$ cat src/rtl/sgg_pkg.sv
package sgg_pkg;
  localparam int NUM_LEGS = 3;
  localparam int LEG_DEG  = 120;
  localparam int HALF_DEG = 180;
  localparam int ST_LEN   = 120;
  localparam int UP_ST0   = 210;
  localparam int LO_ST0   = 30;

  // Boundary count for an angle in degrees on a 2^pw circle.
  function automatic longint unsigned deg_cnt(input int deg, input int pw);
    longint unsigned full;
    full = 64'd1 << pw;
    return (longint'(deg % 360) * full) / 64'd360;
  endfunction
endpackage

$ cat src/rtl/sgg_window.sv
module sgg_window #(
  parameter int PW        = 12,
  parameter int START_DEG = 0,
  parameter int LEN_DEG   = 180
) (
  input  logic [PW-1:0] phase,
  output logic          hit
);
  localparam int S_DEG = START_DEG % 360;
  localparam int E_DEG = (START_DEG + LEN_DEG) % 360;
  localparam logic [PW-1:0] S_C = PW'(sgg_pkg::deg_cnt(S_DEG, PW));
  localparam logic [PW-1:0] E_C = PW'(sgg_pkg::deg_cnt(E_DEG, PW));

  logic ge_s, lt_e;

  if (S_DEG == 0) begin : g_s0
    assign ge_s = 1'b1;
  end else begin : g_s
    assign ge_s = (phase >= S_C);
  end

  if (E_DEG == 0) begin : g_e0
    assign lt_e = 1'b0;
  end else begin : g_e
    assign lt_e = (phase < E_C);
  end

  if (S_DEG < E_DEG) begin : g_plain
    assign hit = ge_s & lt_e;
  end else begin : g_wrap
    assign hit = ge_s | lt_e;
  end
endmodule

$ cat src/rtl/sgg_leg.sv
module sgg_leg #(
  parameter int PW  = 12,
  parameter int DW  = 10,
  parameter int LEG = 0
) (
  input  logic [PW-1:0] phase,
  input  logic [DW-1:0] carrier,
  input  logic [DW-1:0] ref_v,
  input  logic          st_hit,
  output logic          up,
  output logic          lo
);
  import sgg_pkg::*;
  localparam int OFS = LEG * LEG_DEG;

  logic up_cond, lo_cond, up_stw, lo_stw;

  sgg_window #(.PW(PW), .START_DEG(OFS),            .LEN_DEG(HALF_DEG)) u_up_cond
    (.phase(phase), .hit(up_cond));
  sgg_window #(.PW(PW), .START_DEG(OFS + HALF_DEG), .LEN_DEG(HALF_DEG)) u_lo_cond
    (.phase(phase), .hit(lo_cond));
  sgg_window #(.PW(PW), .START_DEG(OFS + UP_ST0),   .LEN_DEG(ST_LEN))   u_up_st
    (.phase(phase), .hit(up_stw));
  sgg_window #(.PW(PW), .START_DEG(OFS + LO_ST0),   .LEN_DEG(ST_LEN))   u_lo_st
    (.phase(phase), .hit(lo_stw));

  logic above;
  assign above = (ref_v > carrier);

  assign up = (up_cond & above)  | (up_stw & st_hit);
  assign lo = (lo_cond & ~above) | (lo_stw & st_hit);
endmodule

$ cat src/rtl/sgg_duty_hold.sv
module sgg_duty_hold #(
  parameter int DW       = 10,
  parameter int CAR_PEAK = 1023
) (
  input  logic          clk,
  input  logic          rst,
  input  logic [DW-1:0] carrier,
  input  logic [DW-1:0] st_duty,
  output logic [DW-1:0] duty_q,
  output logic          armed
);
  localparam logic [DW-1:0] PEAK = DW'(CAR_PEAK);

  always_ff @(posedge clk) begin
    if (rst) begin
      duty_q <= '0;
      armed  <= 1'b0;
    end else if (carrier == PEAK) begin
      duty_q <= st_duty;
      armed  <= 1'b1;
    end
  end
endmodule

$ cat src/rtl/shoot_gate_gen.sv
module shoot_gate_gen #(
  parameter int PW       = 12,
  parameter int DW       = 10,
  parameter int CAR_PEAK = 1023
) (
  input  logic          clk,
  input  logic          rst,
  input  logic [PW-1:0] phase,
  input  logic [DW-1:0] carrier,
  input  logic [DW-1:0] ref_a,
  input  logic [DW-1:0] ref_b,
  input  logic [DW-1:0] ref_c,
  input  logic [DW-1:0] st_duty,
  output logic [5:0]    gate
);
  import sgg_pkg::*;
  localparam int NG = 2 * NUM_LEGS;

  logic [DW-1:0] duty_q;
  logic          armed;
  logic          st_hit;
  logic [DW-1:0] refs [NUM_LEGS];
  logic [NG-1:0] gate_raw;

  sgg_duty_hold #(.DW(DW), .CAR_PEAK(CAR_PEAK)) u_hold (
    .clk(clk), .rst(rst), .carrier(carrier), .st_duty(st_duty),
    .duty_q(duty_q), .armed(armed)
  );

  assign st_hit  = (duty_q > carrier);
  assign refs[0] = ref_a;
  assign refs[1] = ref_b;
  assign refs[2] = ref_c;

  for (genvar k = 0; k < NUM_LEGS; k++) begin : g_leg
    sgg_leg #(.PW(PW), .DW(DW), .LEG(k)) u_leg (
      .phase(phase), .carrier(carrier), .ref_v(refs[k]), .st_hit(st_hit),
      .up(gate_raw[2*k]), .lo(gate_raw[2*k+1])
    );
  end

  always_ff @(posedge clk) begin
    if (rst || !armed) gate <= '0;
    else               gate <= gate_raw;
  end
endmodule

$ cat config.mk
export PLATFORM = sky130hd
export DESIGN_NAME = shoot_gate_gen
export DESIGN_NICKNAME = d
export VERILOG_FILES = /design/src/rtl/sgg_pkg.sv /design/src/rtl/sgg_window.sv /design/src/rtl/sgg_leg.sv /design/src/rtl/sgg_duty_hold.sv /design/src/rtl/shoot_gate_gen.sv
export SDC_FILE = /design/constraint.sdc
export NUM_CORES = 1
export LEC_CHECK = 0
export BUFFER_PORTS_ARGS = -buffer_cell sky130_fd_sc_hd__buf_2
export CORE_MARGIN = 2
export CORE_UTILIZATION = 45
export CTS_BUF_LIST = sky130_fd_sc_hd__clkbuf_4
export DETAILED_ROUTE_END_ITERATION = 16
export PLACE_DENSITY_LB_ADDON = 0.25
export SLEW_MARGIN = 10
export SYNTH_ARGS = -nofsm -noshare
export SYNTH_HDL_FRONTEND = slang
export SYNTH_SLANG_ARGS = --single-unit
$ cat constraint.sdc
create_clock -name clk -period 1.7 [get_ports clk]
set_input_delay 0.085 -clock clk [delete_from_list [all_inputs] [get_ports clk]]
set_output_delay 0.085 -clock clk [all_outputs]
set_load 0.03 [all_outputs]
==> flow_summary.html, run 1 <==
<table>
<tr><th>Metric</th><th>Value</th></tr>
<tr><th colspan="2">Yosys</th></tr>
<tr><td>Synthesized area per cell</td><td>8.341 um^2</td></tr>
<tr><td>Sequential element share of the synthesized area</td><td>0.1971</td></tr>
<tr><td>Number of warnings issued by yosys</td><td>0</td></tr>
<tr><td>Instance count of the mapped netlist</td><td>approximately 210</td></tr>
<tr><td>Flip-flop and latch count after synthesis</td><td>17</td></tr>
<tr><td>Fraction of registers with async set or reset after synthesis</td><td>0</td></tr>
<tr><td>Post-synth net total</td><td>311</td></tr>
<tr><td>Predominant post-synthesis flop cell</td><td>sky130_fd_sc_hd__dfxtp_1</td></tr>
<tr><td>Unique masters post-synth</td><td>40</td></tr>
<tr><td>Post-synthesis instance area</td><td>~1700 um^2</td></tr>
<tr><td>Post-synth EDFFs</td><td>0</td></tr>
<tr><th colspan="2">Die</th></tr>
<tr><td>Number of core rows</td><td>22</td></tr>
<tr><td>Die Footprint</td><td>4349 um^2</td></tr>
<tr><td>IO Pins</td><td>70</td></tr>
<tr><td>Die Y-Extent</td><td>around 66 um</td></tr>
<tr><td>Placeable Area</td><td>3689 um^2</td></tr>
<tr><td>Initial Util</td><td>0.4681</td></tr>
<tr><td>Die width</td><td>about 66 um</td></tr>
<tr><th colspan="2">Setup path</th></tr>
<tr><td>Buffering stage count on the worst path with inverters included</td><td>1</td></tr>
<tr><td>Reg-to-reg endpoint</td><td>gate[4]</td></tr>
<tr><td>Crit-path max cell delay</td><td>350 ps</td></tr>
<tr><td>Kind of start point of the critical path</td><td>flip-flop</td></tr>
<tr><td>Critical path depth in cells</td><td>7</td></tr>
<tr><td>Slowest cell on the critical path</td><td>sky130_fd_sc_hd__dfxtp_2</td></tr>
<tr><td>Critical path endpoint category</td><td>flip-flop</td></tr>
<tr><td>RR Startpoint</td><td>u_hold.duty_q[7]</td></tr>
<tr><td>Series of cell instances along the critical path</td><td>ha_4 &gt; nand4_1 &gt; nor3_2 &gt; and3_1 &gt; a31oi_2 &gt; buf_4 &gt; a32o_1</td></tr>
<tr><td>Worst setup slack for register-to-register paths</td><td>-20 ps</td></tr>
<tr><td>Number of cells on the worst reg-to-reg path</td><td>7</td></tr>
<tr><td>Arrival time reported for the critical path endpoint</td><td>1910 ps</td></tr>
<tr><td>Required time at the worst-slack endpoint</td><td>around 1900 ps</td></tr>
<tr><td>CP delay by family, top</td><td>simple AND/OR/NAND/NOR gates</td></tr>
<tr><td>Type of the worst setup path</td><td>reg2reg</td></tr>
<tr><td>Maximum fanout encountered on the critical timing path</td><td>4</td></tr>
<tr><th colspan="2">Routing</th></tr>
<tr><td>DRC errors left</td><td>0</td></tr>
<tr><td>DRC violation total after the first TritonRoute iteration</td><td>62</td></tr>
<tr><td>Vias per std cell</td><td>roughly 5.3</td></tr>
<tr><td>Routed via count</td><td>between 1500 and 2000</td></tr>
<tr><td>DR pass1 iterations</td><td>4</td></tr>
<tr><td>Final ANT Viol Nets</td><td>0</td></tr>
<tr><td>WL/cell</td><td>around 13 um</td></tr>
<tr><td>Routed wire length</td><td>4.290 mm</td></tr>
<tr><th colspan="2">Pwr</th></tr>
<tr><td>Power consumption</td><td>~0.96 mW</td></tr>
<tr><td>Worst voltage drop across the vdd grid</td><td>approximately 0.32 mV</td></tr>
<tr><td>Fraction of power consumed by sequential logic</td><td>0.416</td></tr>
<tr><td>Share of power burned in the clock network</td><td>0.242</td></tr>
<tr><td>Switching power summed over all nets</td><td>approximately 0.29 mW</td></tr>
<tr><td>Combinational group share of total power</td><td>0.342</td></tr>
<tr><td>Pwr Density</td><td>around 420 nW/um^2</td></tr>
<tr><td>Pleak</td><td>1.104 nW</td></tr>
<tr><td>Int Power</td><td>about 0.66 mW</td></tr>
<tr><td>Share of total power consumed by net switching</td><td>0.3072</td></tr>
<tr><th colspan="2">Timing</th></tr>
<tr><td>Endpoints failing hold</td><td>0</td></tr>
<tr><td>Post-layout minimum cycle time</td><td>~1700 ps</td></tr>
<tr><td>FMAX</td><td>between 0.5 and 0.6 GHz</td></tr>
<tr><td>Unrepaired setup endpoints after global routing</td><td>true</td></tr>
<tr><td>Setup tns final</td><td>-19.80 ps</td></tr>
<tr><td>Clock tree skew after final layout</td><td>~7 ps</td></tr>
<tr><td>Slew HR</td><td>0.7286</td></tr>
<tr><td>Smallest setup slack after layout</td><td>-19.80 ps</td></tr>
<tr><td>Final number of setup-violating endpoints</td><td>1</td></tr>
<tr><td>Pins over their slew limit</td><td>0</td></tr>
<tr><td>Slew at the pin closest to its max-slew limit</td><td>401.8 ps</td></tr>
<tr><td>Fin crit share</td><td>1.012</td></tr>
<tr><th colspan="2">CTS</th></tr>
<tr><td>CTS buffer count</td><td>3</td></tr>
<tr><td>Clock tree from TritonCTS</td><td>yes</td></tr>
<tr><td>Buffer cell driving the clock tree root</td><td>sky130_fd_sc_hd__clkbuf_4</td></tr>
<tr><td>Clock tree buffer depth</td><td>2</td></tr>
<tr><td>CTS Sinks</td><td>17</td></tr>
<tr><td># H-tree levels</td><td>1</td></tr>
<tr><td>Clock transition time at the flip-flop clock pins of the worst setup and hold paths</td><td>about 100 ps</td></tr>
<tr><td>Clock insertion delay at the later pin of the skew report</td><td>290 ps</td></tr>
<tr><th colspan="2">Finish</th></tr>
<tr><td>Filler Cell Count</td><td>about 340</td></tr>
<tr><td>Number of non-filler instances in the completed layout</td><td>between 300 and 400</td></tr>
<tr><td>Most frequent cells in the layout</td><td>sky130_fd_sc_hd__buf_2, sky130_fd_sc_hd__ha_1, sky130_fd_sc_hd__nor2_1, sky130_fd_sc_hd__inv_1</td></tr>
<tr><td>Area taken by flip-flops and latches</td><td>between 300 and 400 um^2</td></tr>
<tr><td>Signed area change from the synthesized netlist to the final layout</td><td>30.43%</td></tr>
<tr><td>Layout cells sized above 1</td><td>0.3463</td></tr>
<tr><td>Combined area of the multi-input logic cells</td><td>around 1400 um^2</td></tr>
<tr><td>Utilization after layout</td><td>0.6106</td></tr>
<tr><td>Most common cell after layout, fill and taps aside</td><td>sky130_fd_sc_hd__buf_2</td></tr>
<tr><td>Antenna Diode Count</td><td>0</td></tr>
<tr><td>Final net count</td><td>a little under 400</td></tr>
<tr><th colspan="2">Hold path</th></tr>
<tr><td>Cell depth of the worst hold path</td><td>3</td></tr>
<tr><td>Class of the tightest hold or removal check</td><td>in2reg</td></tr>
<tr><td>Worst Hold Path EP</td><td>u_hold.duty_q[6]</td></tr>
<tr><td>Min-delay src</td><td>st_duty[6]</td></tr>
<tr><th colspan="2">Placed design</th></tr>
<tr><td>Detail Placement HPWL</td><td>roughly 3.5 mm</td></tr>
<tr><td>Number of buffer cells added on primary ports</td><td>69</td></tr>
<tr><td>Worst slack at placement</td><td>-78.01 ps</td></tr>
<tr><td>Final weighted congestion of routability-driven global placement</td><td>0.8655</td></tr>
<tr><td>Total instance count after detailed placement</td><td>between 300 and 400</td></tr>
<tr><th colspan="2">Global routing</th></tr>
<tr><td>First-pass GRT wire length</td><td>between 6 and 7 mm</td></tr>
<tr><td>Initial antenna violation count</td><td>0</td></tr>
<tr><td>GRT overflow</td><td>0</td></tr>
<tr><td>Overall global routing resource usage</td><td>0.2029</td></tr>
<tr><td>Vias in the first global route</td><td>1586</td></tr>
<tr><td>Pin count of the biggest net entering global routing</td><td>15</td></tr>
<tr><th colspan="2">Outcome</th></tr>
<tr><td>Failing checks</td><td>negative setup slack</td></tr>
<tr><td>Run status</td><td>complete, but fails checks</td></tr>
<tr><th colspan="2">Flow run</th></tr>
<tr><td>Max-cap check violation count</td><td>0</td></tr>
</table>
==> how the worst max path moves through the flow <==
stage	start	slack [ps]	end
2_1_floorplan	u_hold.duty_q[9]	160	gate[0]
3_3_place_gp	u_hold.duty_q[9]	-50	gate[0]
4_1_cts	u_hold.duty_q[9]	30	gate[2]
3_5_place_dp	u_hold.duty_q[9]	-80	gate[0]
5_1_grt	u_hold.duty_q[7]	-110	gate[4]
6_report	u_hold.duty_q[7]	-20	gate[4]
==> Yosys cell counts, drive strengths merged, types with 2 or more instances <==
cell	instances	area, um^2
ha	40	500.5
nor2	23	86.33
dfxtp	17	340.3
inv	17	63.81
a21oi	15	82.58
nand2	11	41.29
mux2i	10	100.1
nand3	9	45.04
o21ai	9	45.04
nand4	8	50.05
nor3	6	30.03
a21o	5	37.54
a211oi	3	27.52
and3	3	18.77
buf	3	18.76
nand2b	3	18.77
nor2b	3	18.77
a31oi	2	25.02
mux2	2	22.52
nor4	2	18.77
xor2	2	17.52
==> cell type report <==
class	count	share of cell area
multi-input cells	169	0.6017
repair buffers	76	0.1767
flip-flops and latches	17	0.1533
inverters	17	0.02833
well taps	48	0.02667
clock buffers	4	0.01333
==> layer usage <==
layer | part of all wire | global-route usage | vias up | routed length (um)
li1 | - | - | 914 | -
met3 | 0.045 | 0.02044 | 4 | 195
met5 | 0 | 0 | - | 0
met4 | 0.0075 | 0.04592 | 0 | 32
met1 | 0.48 | 0.2664 | 782 | 2069
met2 | 0.46 | 0.3573 | 47 | 1993
==> cells by family after synthesis <==
kind of cell,count (synthesis),share of synthesized area
simple gates,71,0.2058
compound gates,44,0.1761
fa+ha+maj,40,0.2899
buf+inv,21,0.04999
flops,17,0.1971
mux,12,0.07102
xor+xnor,2,0.01015
==> stage by stage <==
| step | hold WS, ps | instance area [um^2] |
|---|---|---|
| after floorplan | 157.4 | 1727 |
| after global placement | 319.2 | 2155 |
| after detailed placement | 326.9 | 2155 |
| after CTS | 23.96 | 2197 |
| after global routing | 26.71 | 2252 |
| final | 26.65 | 2252 |
==> power by group through the flow <==
stage	logic (mW)	clock network [mW]	registers, mW
5_1_grt	0.369	0.251	0.398
3_5_place_dp	0.319	0	0.408
4_1_cts	0.321	0.236	0.398
3_3_place_gp	0.314	0	0.408
6_report	0.327	0.231	0.398
2_1_floorplan	0.179	0	0.408
==> sequential cells by signal (all words and copies together) (netlist names) <==
name and cells:
u_hold.armed 1, gate 6, u_hold.duty_q 10
==> what timing repair did <==
action | 4_1_cts | 5_1_grt
hold buffers | 0 | 0
pin swaps | 2 | 6
setup buffers | 1 | 0
gates resized for setup | 1 | 8
endpoints found under the setup margin | 2 | 6
==> worst register-to-register path: stages, from the launching register on <==
cell	delay (ps)
sky130_fd_sc_hd__dfxtp_2	350
sky130_fd_sc_hd__ha_4	270
sky130_fd_sc_hd__nand4_1	130
sky130_fd_sc_hd__nor3_2	210
sky130_fd_sc_hd__and3_1	190
sky130_fd_sc_hd__a31oi_2	60
sky130_fd_sc_hd__buf_4	170
sky130_fd_sc_hd__a32o_1	240
(Power assumes the default switching activity.)
==> inputs of run 2 (changes only) <==
--- a/config.mk
+++ b/config.mk
@@ -10,6 +10,7 @@
 export CORE_UTILIZATION = 45
 export CTS_BUF_LIST = sky130_fd_sc_hd__clkbuf_4
 export DETAILED_ROUTE_END_ITERATION = 16
+export MAX_ROUTING_LAYER = met4
 export PLACE_DENSITY_LB_ADDON = 0.25
 export SLEW_MARGIN = 10
 export SYNTH_ARGS = -nofsm -noshare
==> flow_summary.html, run 2 (synthesis results as in run 1) <==
<table>
<tr><th>Metric</th><th>Value</th></tr>
<tr><th colspan="2">Outcome</th></tr>
<tr><td>Run status</td><td>complete, but fails checks</td></tr>
<tr><td>Failing checks</td><td>negative setup slack</td></tr>
<tr><th colspan="2">Routing</th></tr>
<tr><td>DR pass1 iterations</td><td>6 (+2)</td></tr>
<tr><td>Vias per std cell</td><td>5.311 (+0.63%)</td></tr>
<tr><td>WL/cell</td><td>13.02 um (+0.49%)</td></tr>
<tr><td>Routed wire length</td><td>4.311 mm (+0.49%)</td></tr>
<tr><td>Final ANT Viol Nets</td><td>0 (unchanged)</td></tr>
<tr><td>DRC violation total after the first TritonRoute iteration</td><td>61 (-1.6%)</td></tr>
<tr><td>Routed via count</td><td>1758 (+0.63%)</td></tr>
<tr><td>DRC errors left</td><td>0 (unchanged)</td></tr>
<tr><th colspan="2">Global routing</th></tr>
<tr><td>GRT overflow</td><td>0 (unchanged)</td></tr>
<tr><td>Vias in the first global route</td><td>1587 (+0.063%)</td></tr>
<tr><td>Initial antenna violation count</td><td>0 (unchanged)</td></tr>
<tr><td>Overall global routing resource usage</td><td>0.2083 (+0.005348)</td></tr>
<tr><td>First-pass GRT wire length</td><td>6.831 mm (unchanged)</td></tr>
<tr><td>Pin count of the biggest net entering global routing</td><td>15 (unchanged)</td></tr>
<tr><th colspan="2">CTS</th></tr>
<tr><td># H-tree levels</td><td>1 (unchanged)</td></tr>
<tr><td>CTS buffer count</td><td>3 (unchanged)</td></tr>
<tr><td>Clock transition time at the flip-flop clock pins of the worst setup and hold paths</td><td>100 ps (about the same)</td></tr>
<tr><td>Buffer cell driving the clock tree root</td><td>sky130_fd_sc_hd__clkbuf_4</td></tr>
<tr><td>Clock tree from TritonCTS</td><td>yes</td></tr>
<tr><td>Clock tree buffer depth</td><td>2 (unchanged)</td></tr>
<tr><td>CTS Sinks</td><td>17 (unchanged)</td></tr>
<tr><td>Clock insertion delay at the later pin of the skew report</td><td>290 ps (about the same)</td></tr>
<tr><th colspan="2">Placed design</th></tr>
<tr><td>Final weighted congestion of routability-driven global placement</td><td>0.8796 (+1.6%)</td></tr>
<tr><td>Detail Placement HPWL</td><td>3.514 mm (unchanged)</td></tr>
<tr><td>Post-detailed-placement cell area</td><td>2155 um^2 (unchanged)</td></tr>
<tr><td>Number of buffer cells added on primary ports</td><td>69 (unchanged)</td></tr>
<tr><th colspan="2">Finish</th></tr>
<tr><td>Signed area change from the synthesized netlist to the final layout</td><td>30.43% (unchanged)</td></tr>
<tr><td>Largest Register</td><td>u_hold.duty_q</td></tr>
<tr><td>Most common cell after layout, fill and taps aside</td><td>sky130_fd_sc_hd__buf_2</td></tr>
<tr><td>Final net count</td><td>388 (unchanged)</td></tr>
<tr><td>Biggest regs</td><td>u_hold.duty_q x10, gate x6, u_hold.armed x1</td></tr>
<tr><td>Layout cells sized above 1</td><td>0.3463 (unchanged)</td></tr>
<tr><td>Utilization after layout</td><td>0.6106 (unchanged)</td></tr>
<tr><td>Non-Filler Cell Area, Final</td><td>2252 um^2 (unchanged)</td></tr>
<tr><td>Antenna Diode Count</td><td>0 (unchanged)</td></tr>
<tr><td>Max FFs per register</td><td>10 (unchanged)</td></tr>
<tr><td>Most frequent cells in the layout</td><td>sky130_fd_sc_hd__buf_2, sky130_fd_sc_hd__ha_1, sky130_fd_sc_hd__nor2_1, sky130_fd_sc_hd__inv_1</td></tr>
<tr><th colspan="2">Die</th></tr>
<tr><td>Initial Util</td><td>0.4681 (unchanged)</td></tr>
<tr><td>IO Pins</td><td>70 (unchanged)</td></tr>
<tr><td>Number of core rows</td><td>22 (unchanged)</td></tr>
<tr><td>Die width</td><td>65.95 um (unchanged)</td></tr>
<tr><td>Die Y-Extent</td><td>65.95 um (unchanged)</td></tr>
<tr><td>Die Footprint</td><td>4349 um^2 (unchanged)</td></tr>
<tr><td>Placeable Area</td><td>3689 um^2 (unchanged)</td></tr>
<tr><th colspan="2">Pwr</th></tr>
<tr><td>Int Power</td><td>0.6625 mW (about the same)</td></tr>
<tr><td>Share of total power consumed by net switching</td><td>0.3059 (-0.001292)</td></tr>
<tr><td>Combinational group share of total power</td><td>0.343 (about the same)</td></tr>
<tr><td>Share of power burned in the clock network</td><td>0.240 (-0.002)</td></tr>
<tr><td>Fraction of power consumed by sequential logic</td><td>0.417 (about the same)</td></tr>
<tr><td>Worst voltage drop across the vdd grid</td><td>0.3204 mV (-1.2%)</td></tr>
<tr><td>Switching power summed over all nets</td><td>0.2920 mW (-0.60%)</td></tr>
<tr><td>Pwr Density</td><td>423.8 nW/um^2 (-0.18%)</td></tr>
<tr><td>Pleak</td><td>1.104 nW (unchanged)</td></tr>
<tr><th colspan="2">Setup path</th></tr>
<tr><td>Number of cells on the worst reg-to-reg path</td><td>7 (unchanged)</td></tr>
<tr><td>RR Startpoint</td><td>u_hold.duty_q[7]</td></tr>
<tr><td>Capturing instance or port of the critical path</td><td>gate[4]</td></tr>
<tr><td>Reg-to-reg endpoint</td><td>gate[4]</td></tr>
<tr><td>Worst Setup SP</td><td>u_hold.duty_q[7]</td></tr>
<tr><td>Arrival time reported for the critical path endpoint</td><td>1910 ps (about the same)</td></tr>
<tr><td>Kind of start point of the critical path</td><td>flip-flop</td></tr>
<tr><td>Worst setup slack for register-to-register paths</td><td>-20 ps (about the same)</td></tr>
<tr><td>Type of the worst setup path</td><td>reg2reg</td></tr>
<tr><td>Maximum fanout encountered on the critical timing path</td><td>4 (unchanged)</td></tr>
<tr><td>Required time at the worst-slack endpoint</td><td>1890 ps (about the same)</td></tr>
<tr><td>Critical path endpoint category</td><td>flip-flop</td></tr>
<tr><th colspan="2">Timing</th></tr>
<tr><td>FMAX</td><td>0.5824 GHz (+0.16%)</td></tr>
<tr><td>Unrepaired setup endpoints after global routing</td><td>true</td></tr>
<tr><td>Clock tree skew after final layout</td><td>6.687 ps (-0.1802 ps)</td></tr>
<tr><td>Final number of setup-violating endpoints</td><td>1 (unchanged)</td></tr>
<tr><td>Setup tns final</td><td>-17.04 ps (+2.763 ps)</td></tr>
<tr><td>Smallest setup slack after layout</td><td>-17.04 ps (+2.763 ps)</td></tr>
<tr><td>Fin crit share</td><td>1.010 (-0.001625)</td></tr>
<tr><td>Slew HR</td><td>0.7311 (+0.002482)</td></tr>
<tr><td>Endpoints failing hold</td><td>0 (unchanged)</td></tr>
<tr><td>Post-layout minimum cycle time</td><td>1717 ps (-2.763 ps)</td></tr>
<tr><td>Slew at the pin closest to its max-slew limit</td><td>398.2 ps (-3.674 ps)</td></tr>
<tr><td>Pins over their slew limit</td><td>0 (unchanged)</td></tr>
<tr><th colspan="2">Hold path</th></tr>
<tr><td>Cell depth of the worst hold path</td><td>3 (unchanged)</td></tr>
<tr><td>Class of the tightest hold or removal check</td><td>in2reg</td></tr>
<tr><th colspan="2">Flow run</th></tr>
<tr><td>Max-cap check violation count</td><td>0 (unchanged)</td></tr>
</table>
[run 2: cell counts in the layout (fill, tap and decap cells not counted)]
Identical to the previous run, type by type.
[run 2: worst min-delay path by stage]
stage          slack [ps]  startpoint          endpoint
2_1_floorplan         160         rst  u_hold.duty_q[7]
3_3_place_gp          320  st_duty[2]  u_hold.duty_q[2]
3_5_place_dp          330  st_duty[9]  u_hold.duty_q[9]
4_1_cts                20  st_duty[2]  u_hold.duty_q[2]
5_1_grt                30  st_duty[9]  u_hold.duty_q[9]
6_report               30  st_duty[2]  u_hold.duty_q[2]
[run 2: metal layers]
layer | track usage | vias up | wire length [um]
met3 | 0.02044 | 7 | 192
met4 | 0.04592 | 0 | 48
li1 | - | 916 | -
met1 | 0.2664 | 781 | 2095
met2 | 0.3573 | 54 | 1974
met5 | - | - | 0
[run 2: cell type report]
class / count / area, um^2
fill: 337 / 1436
multi-input combinational: 169 / 1355
timing repair buffer: 76 / 397.9
sequential: 17 / 345.3
inverter: 17 / 63.81
tap: 48 / 60.06
clock buffer: 4 / 30.03
[run 2: power groups by stage]
stage	logic (mW)	registers (mW)	clock network, mW
2_1_floorplan	0.179	0.408	0
6_report	0.328	0.398	0.229
3_5_place_dp	0.319	0.408	0
4_1_cts	0.321	0.398	0.236
3_3_place_gp	0.314	0.408	0
5_1_grt	0.369	0.398	0.251
[run 2: worst max-delay path: stages, from the launching register on]
cell and delay (ps):
sky130_fd_sc_hd__dfxtp_2 350, sky130_fd_sc_hd__ha_4 270, sky130_fd_sc_hd__nand4_1 130, sky130_fd_sc_hd__nor3_2 210, sky130_fd_sc_hd__and3_1 190, sky130_fd_sc_hd__a31oi_2 60
sky130_fd_sc_hd__buf_4 170, sky130_fd_sc_hd__a32o_1 240
[run 2: through the flow]
step	cells	power [mW]	worst slack [ps]	hold WS, ps
6_report	331	0.9546	-17.04	26.44
5_1_grt	331	1.018	-106.5	26.72
3_3_place_gp	326	0.7217	-48.45	319.2
2_1_floorplan	207	0.5870	161.6	157.4
4_1_cts	331	0.9562	31.56	23.96
3_5_place_dp	326	0.7268	-78.01	326.9
[run 2: repair_timing]
action                     in CTS  in global routing
gates resized for setup         1                  8
setup endpoints to repair       2                  6
hold buffers                    0                  0
setup buffers                   1                  0
cloned                          0                  0
pin swaps                       2                  6
==> inputs of run 3 (changes only) <==
--- a/config.mk
+++ b/config.mk
@@ -12,6 +12,7 @@
 export DETAILED_ROUTE_END_ITERATION = 16
 export MAX_ROUTING_LAYER = met4
 export PLACE_DENSITY_LB_ADDON = 0.25
+export SETUP_SLACK_MARGIN = 0.2
 export SLEW_MARGIN = 10
 export SYNTH_ARGS = -nofsm -noshare
 export SYNTH_HDL_FRONTEND = slang
==> constraint.sdc (replaced) <==
create_clock -name clk -period 1.7 [get_ports clk]
set_input_delay 0.34 -clock clk [delete_from_list [all_inputs] [get_ports clk]]
set_output_delay 0.34 -clock clk [all_outputs]
set_load 0.03 [all_outputs]
==> flow_summary.html, run 3 (synthesis results as in run 1) <==
<table>
<tr><th>Metric</th><th>Value</th></tr>
<tr><th colspan="2">Outcome</th></tr>
<tr><td>Run status</td><td>finished clean</td></tr>
<tr><th colspan="2">Timing</th></tr>
<tr><td>Pins over their slew limit</td><td>0 (unchanged)</td></tr>
<tr><td>Slew HR</td><td>0.7709 (+0.03986)</td></tr>
<tr><td>Smallest setup slack after layout</td><td>16.37 ps (+33.41 ps)</td></tr>
<tr><td>FMAX</td><td>0.5940 GHz (+2.0%)</td></tr>
<tr><td>Fin crit share</td><td>0.9904 (-0.01965)</td></tr>
<tr><td>Final number of setup-violating endpoints</td><td>0 (-1)</td></tr>
<tr><td>Unrepaired setup endpoints after global routing</td><td>true</td></tr>
<tr><td>Post-layout minimum cycle time</td><td>1684 ps (-33.41 ps)</td></tr>
<tr><td>Slew at the pin closest to its max-slew limit</td><td>341.0 ps (-57.20 ps)</td></tr>
<tr><td>Clock tree skew after final layout</td><td>3.661 ps (-3.027 ps)</td></tr>
<tr><td>Endpoints failing hold</td><td>0 (unchanged)</td></tr>
<tr><th colspan="2">Finish</th></tr>
<tr><td>Signed area change from the synthesized netlist to the final layout</td><td>49.85%</td></tr>
<tr><td>Max FFs per register</td><td>10 (unchanged)</td></tr>
<tr><td>Largest Register</td><td>u_hold.duty_q</td></tr>
<tr><td>Most common cell after layout, fill and taps aside</td><td>sky130_fd_sc_hd__buf_2</td></tr>
<tr><td>Final net count</td><td>403 (+3.9%)</td></tr>
<tr><td>Biggest regs</td><td>u_hold.duty_q x10, gate x6, u_hold.armed x1</td></tr>
<tr><td>Layout cells sized above 1</td><td>0.4664 (+0.1202)</td></tr>
<tr><td>Non-Filler Cell Area, Final</td><td>2587 um^2 (+15%)</td></tr>
<tr><td>Antenna Diode Count</td><td>0 (unchanged)</td></tr>
<tr><td>Most frequent cells in the layout</td><td>sky130_fd_sc_hd__buf_2, sky130_fd_sc_hd__ha_1, sky130_fd_sc_hd__nor2_1, sky130_fd_sc_hd__buf_4, sky130_fd_sc_hd__dfxtp_1</td></tr>
<tr><th colspan="2">Die</th></tr>
<tr><td>IO Pins</td><td>70 (unchanged)</td></tr>
<tr><td>Initial Util</td><td>0.4681 (unchanged)</td></tr>
<tr><td>Die width</td><td>65.95 um (unchanged)</td></tr>
<tr><td>Die Y-Extent</td><td>65.95 um (unchanged)</td></tr>
<tr><td>Die Footprint</td><td>4349 um^2 (unchanged)</td></tr>
<tr><td>Placeable Area</td><td>3689 um^2 (unchanged)</td></tr>
<tr><td>Number of core rows</td><td>22 (unchanged)</td></tr>
<tr><th colspan="2">CTS</th></tr>
<tr><td>Buffer cell driving the clock tree root</td><td>sky130_fd_sc_hd__clkbuf_4</td></tr>
<tr><td>Clock tree buffer depth</td><td>2 (unchanged)</td></tr>
<tr><td>Clock insertion delay at the later pin of the skew report</td><td>300 ps (about the same)</td></tr>
<tr><td>Clock tree from TritonCTS</td><td>yes</td></tr>
<tr><td>Clock transition time at the flip-flop clock pins of the worst setup and hold paths</td><td>100 ps (about the same)</td></tr>
<tr><td># H-tree levels</td><td>1 (unchanged)</td></tr>
<tr><td>CTS Sinks</td><td>17 (unchanged)</td></tr>
<tr><td>Cts-stage hold buffer count</td><td>0 (unchanged)</td></tr>
<tr><td>CTS buffer count</td><td>3 (unchanged)</td></tr>
<tr><th colspan="2">Setup path</th></tr>
<tr><td>Type of the worst setup path</td><td>in2reg</td></tr>
<tr><td>Required time at the worst-slack endpoint</td><td>1940 ps (+50 ps)</td></tr>
<tr><td>Kind of start point of the critical path</td><td>input port</td></tr>
<tr><td>Buffering stage count on the worst path with inverters included</td><td>3 (+2)</td></tr>
<tr><td>Critical path endpoint category</td><td>flip-flop</td></tr>
<tr><td>Crit-path max cell delay</td><td>450 ps (+100 ps)</td></tr>
<tr><td>Arrival time reported for the critical path endpoint</td><td>1930 ps (+20 ps)</td></tr>
<tr><td>Maximum fanout encountered on the critical timing path</td><td>5 (+1)</td></tr>
<tr><td>CP delay by family, top</td><td>compound AO/OA/AOI/OAI gates</td></tr>
<tr><td>Most frequent cell on the critical path</td><td>sky130_fd_sc_hd__buf_6</td></tr>
<tr><td>Slowest cell on the critical path</td><td>sky130_fd_sc_hd__o41a_1</td></tr>
<tr><td>Series of cell instances along the critical path</td><td>buf_6 &gt; clkinvlp_4 &gt; buf_6 &gt; ha_4 &gt; o21ai_0 &gt; nor2_1 &gt; o41a_1 &gt; or2_1 &gt; a21oi_2</td></tr>
<tr><th colspan="2">Flow run</th></tr>
<tr><td>Max-cap check violation count</td><td>0 (unchanged)</td></tr>
<tr><th colspan="2">Pwr</th></tr>
<tr><td>Worst voltage drop across the vdd grid</td><td>0.3525 mV (+10%)</td></tr>
<tr><td>Pleak</td><td>1.185 nW (+7.4%)</td></tr>
<tr><td>Power consumption</td><td>1.034 mW (+8.3%)</td></tr>
<tr><td>Pwr Density</td><td>399.5 nW/um^2 (-5.7%)</td></tr>
<tr><th colspan="2">Routing</th></tr>
<tr><td>Routed wire length</td><td>4.846 mm (+12%)</td></tr>
<tr><td>WL/cell</td><td>14.01 um (+7.5%)</td></tr>
<tr><td>DR pass1 iterations</td><td>6 (unchanged)</td></tr>
<tr><td>Vias per std cell</td><td>5.410 (+1.9%)</td></tr>
<tr><td>Routed via count</td><td>1872 (+6.5%)</td></tr>
<tr><td>DRC errors left</td><td>0 (unchanged)</td></tr>
<tr><td>DRC violation total after the first TritonRoute iteration</td><td>54 (-11%)</td></tr>
<tr><td>Final ANT Viol Nets</td><td>0 (unchanged)</td></tr>
<tr><th colspan="2">Placed design</th></tr>
<tr><td>Number of buffer cells added on primary ports</td><td>69 (unchanged)</td></tr>
<tr><td>Post-detailed-placement cell area</td><td>2281 um^2 (+5.9%)</td></tr>
<tr><td>Final weighted congestion of routability-driven global placement</td><td>0.9241 (+5.1%)</td></tr>
<tr><td>Detail Placement HPWL</td><td>3.724 mm (+6.0%)</td></tr>
<tr><td>Worst slack at placement</td><td>-407.7 ps (-329.6 ps)</td></tr>
<tr><th colspan="2">Global routing</th></tr>
<tr><td>Pin count of the biggest net entering global routing</td><td>15 (unchanged)</td></tr>
<tr><td>GRT overflow</td><td>0 (unchanged)</td></tr>
<tr><td>First-pass GRT wire length</td><td>7.314 mm (+7.1%)</td></tr>
<tr><td>Initial antenna violation count</td><td>0 (unchanged)</td></tr>
<tr><td>Overall global routing resource usage</td><td>0.2264 (+0.01810)</td></tr>
<tr><td>Vias in the first global route</td><td>1690 (+6.5%)</td></tr>
<tr><th colspan="2">Hold path</th></tr>
<tr><td>Class of the tightest hold or removal check</td><td>in2reg</td></tr>
</table>
## run 3: cell count changes in the layout (fill, tap and decap cells not counted), sizes merged
cell | previous run | this run
clkinv | 0 | 1
clkinvlp | 0 | 2
inv | 17 | 15
buf | 76 | 91
clkbuf | 4 | 3
## run 3: metal layers
metal	vias to the layer above	routed length (um)	global-route usage
met5	-	0	-
met4	0	95	0.06122
met3	8	249	0.02215
met2	62	2407	0.4129
met1	850	2094	0.2649
li1	952	-	-
## run 3: area by class of cell
cell class	count	area, um^2
clock buffer	3	22.52
timing repair buffer	91	548.0
multi-input combinational	169	1534
tap	48	60.06
inverter	17	73.82
sequential	17	344.1
clock inverter	1	5.005
fill	308	1101
## run 3: where the power goes
part           leakage [nW]  switching [mW]  internal [mW]  total (mW)
clock network        0.0177           0.135         0.0878       0.222
registers             0.138        0.000153          0.398       0.398
logic                  1.03           0.203          0.210       0.413
total                  1.19           0.337          0.696        1.03
## run 3: path summary, 6_finish.rpt
check | from | end | slack, ps | cells past startpoint
max | carrier[9] | gate[3] | 20 | 9
min | st_duty[3] | u_hold.duty_q[3] | 270 | 3
max reg2reg | u_hold.duty_q[6] | gate[4] | 40 | 7
min reg2reg | u_hold.duty_q[0] | u_hold.duty_q[0] | 500 | 2
## run 3: timing repair
item                                    4_1_cts  5_1_grt
gates resized for setup                      19       22
setup buffers                                 4        4
endpoints found under the setup margin        6        6
hold endpoints to repair                      0        0
pin swaps                                     9       16
## run 3: worst register-to-register path: cells and delay by family (launching register included)
| family | cells | cell delay, ps |
|---|---|---|
| adders and majority gates | 1 | 270 |
| buffers and inverters | 1 | 140 |
| AOI/OAI and AO/OA | 2 | 270 |
| and+or+nand+nor | 3 | 520 |
| DFF | 1 | 340 |
## run 3: per-stage QoR
| step | util | setup TNS, ps | hold WS, ps | cells |
|---|---|---|---|---|
| floorplan | - | -39.52 | 412.4 | 207 |
| global placement | 0.6184 | -1593 | 471.1 | 334 |
| detailed placement | 0.6184 | -1888 | 483.5 | 334 |
| CTS | 0.6577 | 0 | 280.1 | 342 |
| global route | 0.7015 | -192.9 | 276.8 | 346 |
| finish | 0.7015 | 0 | 271.9 | 346 |
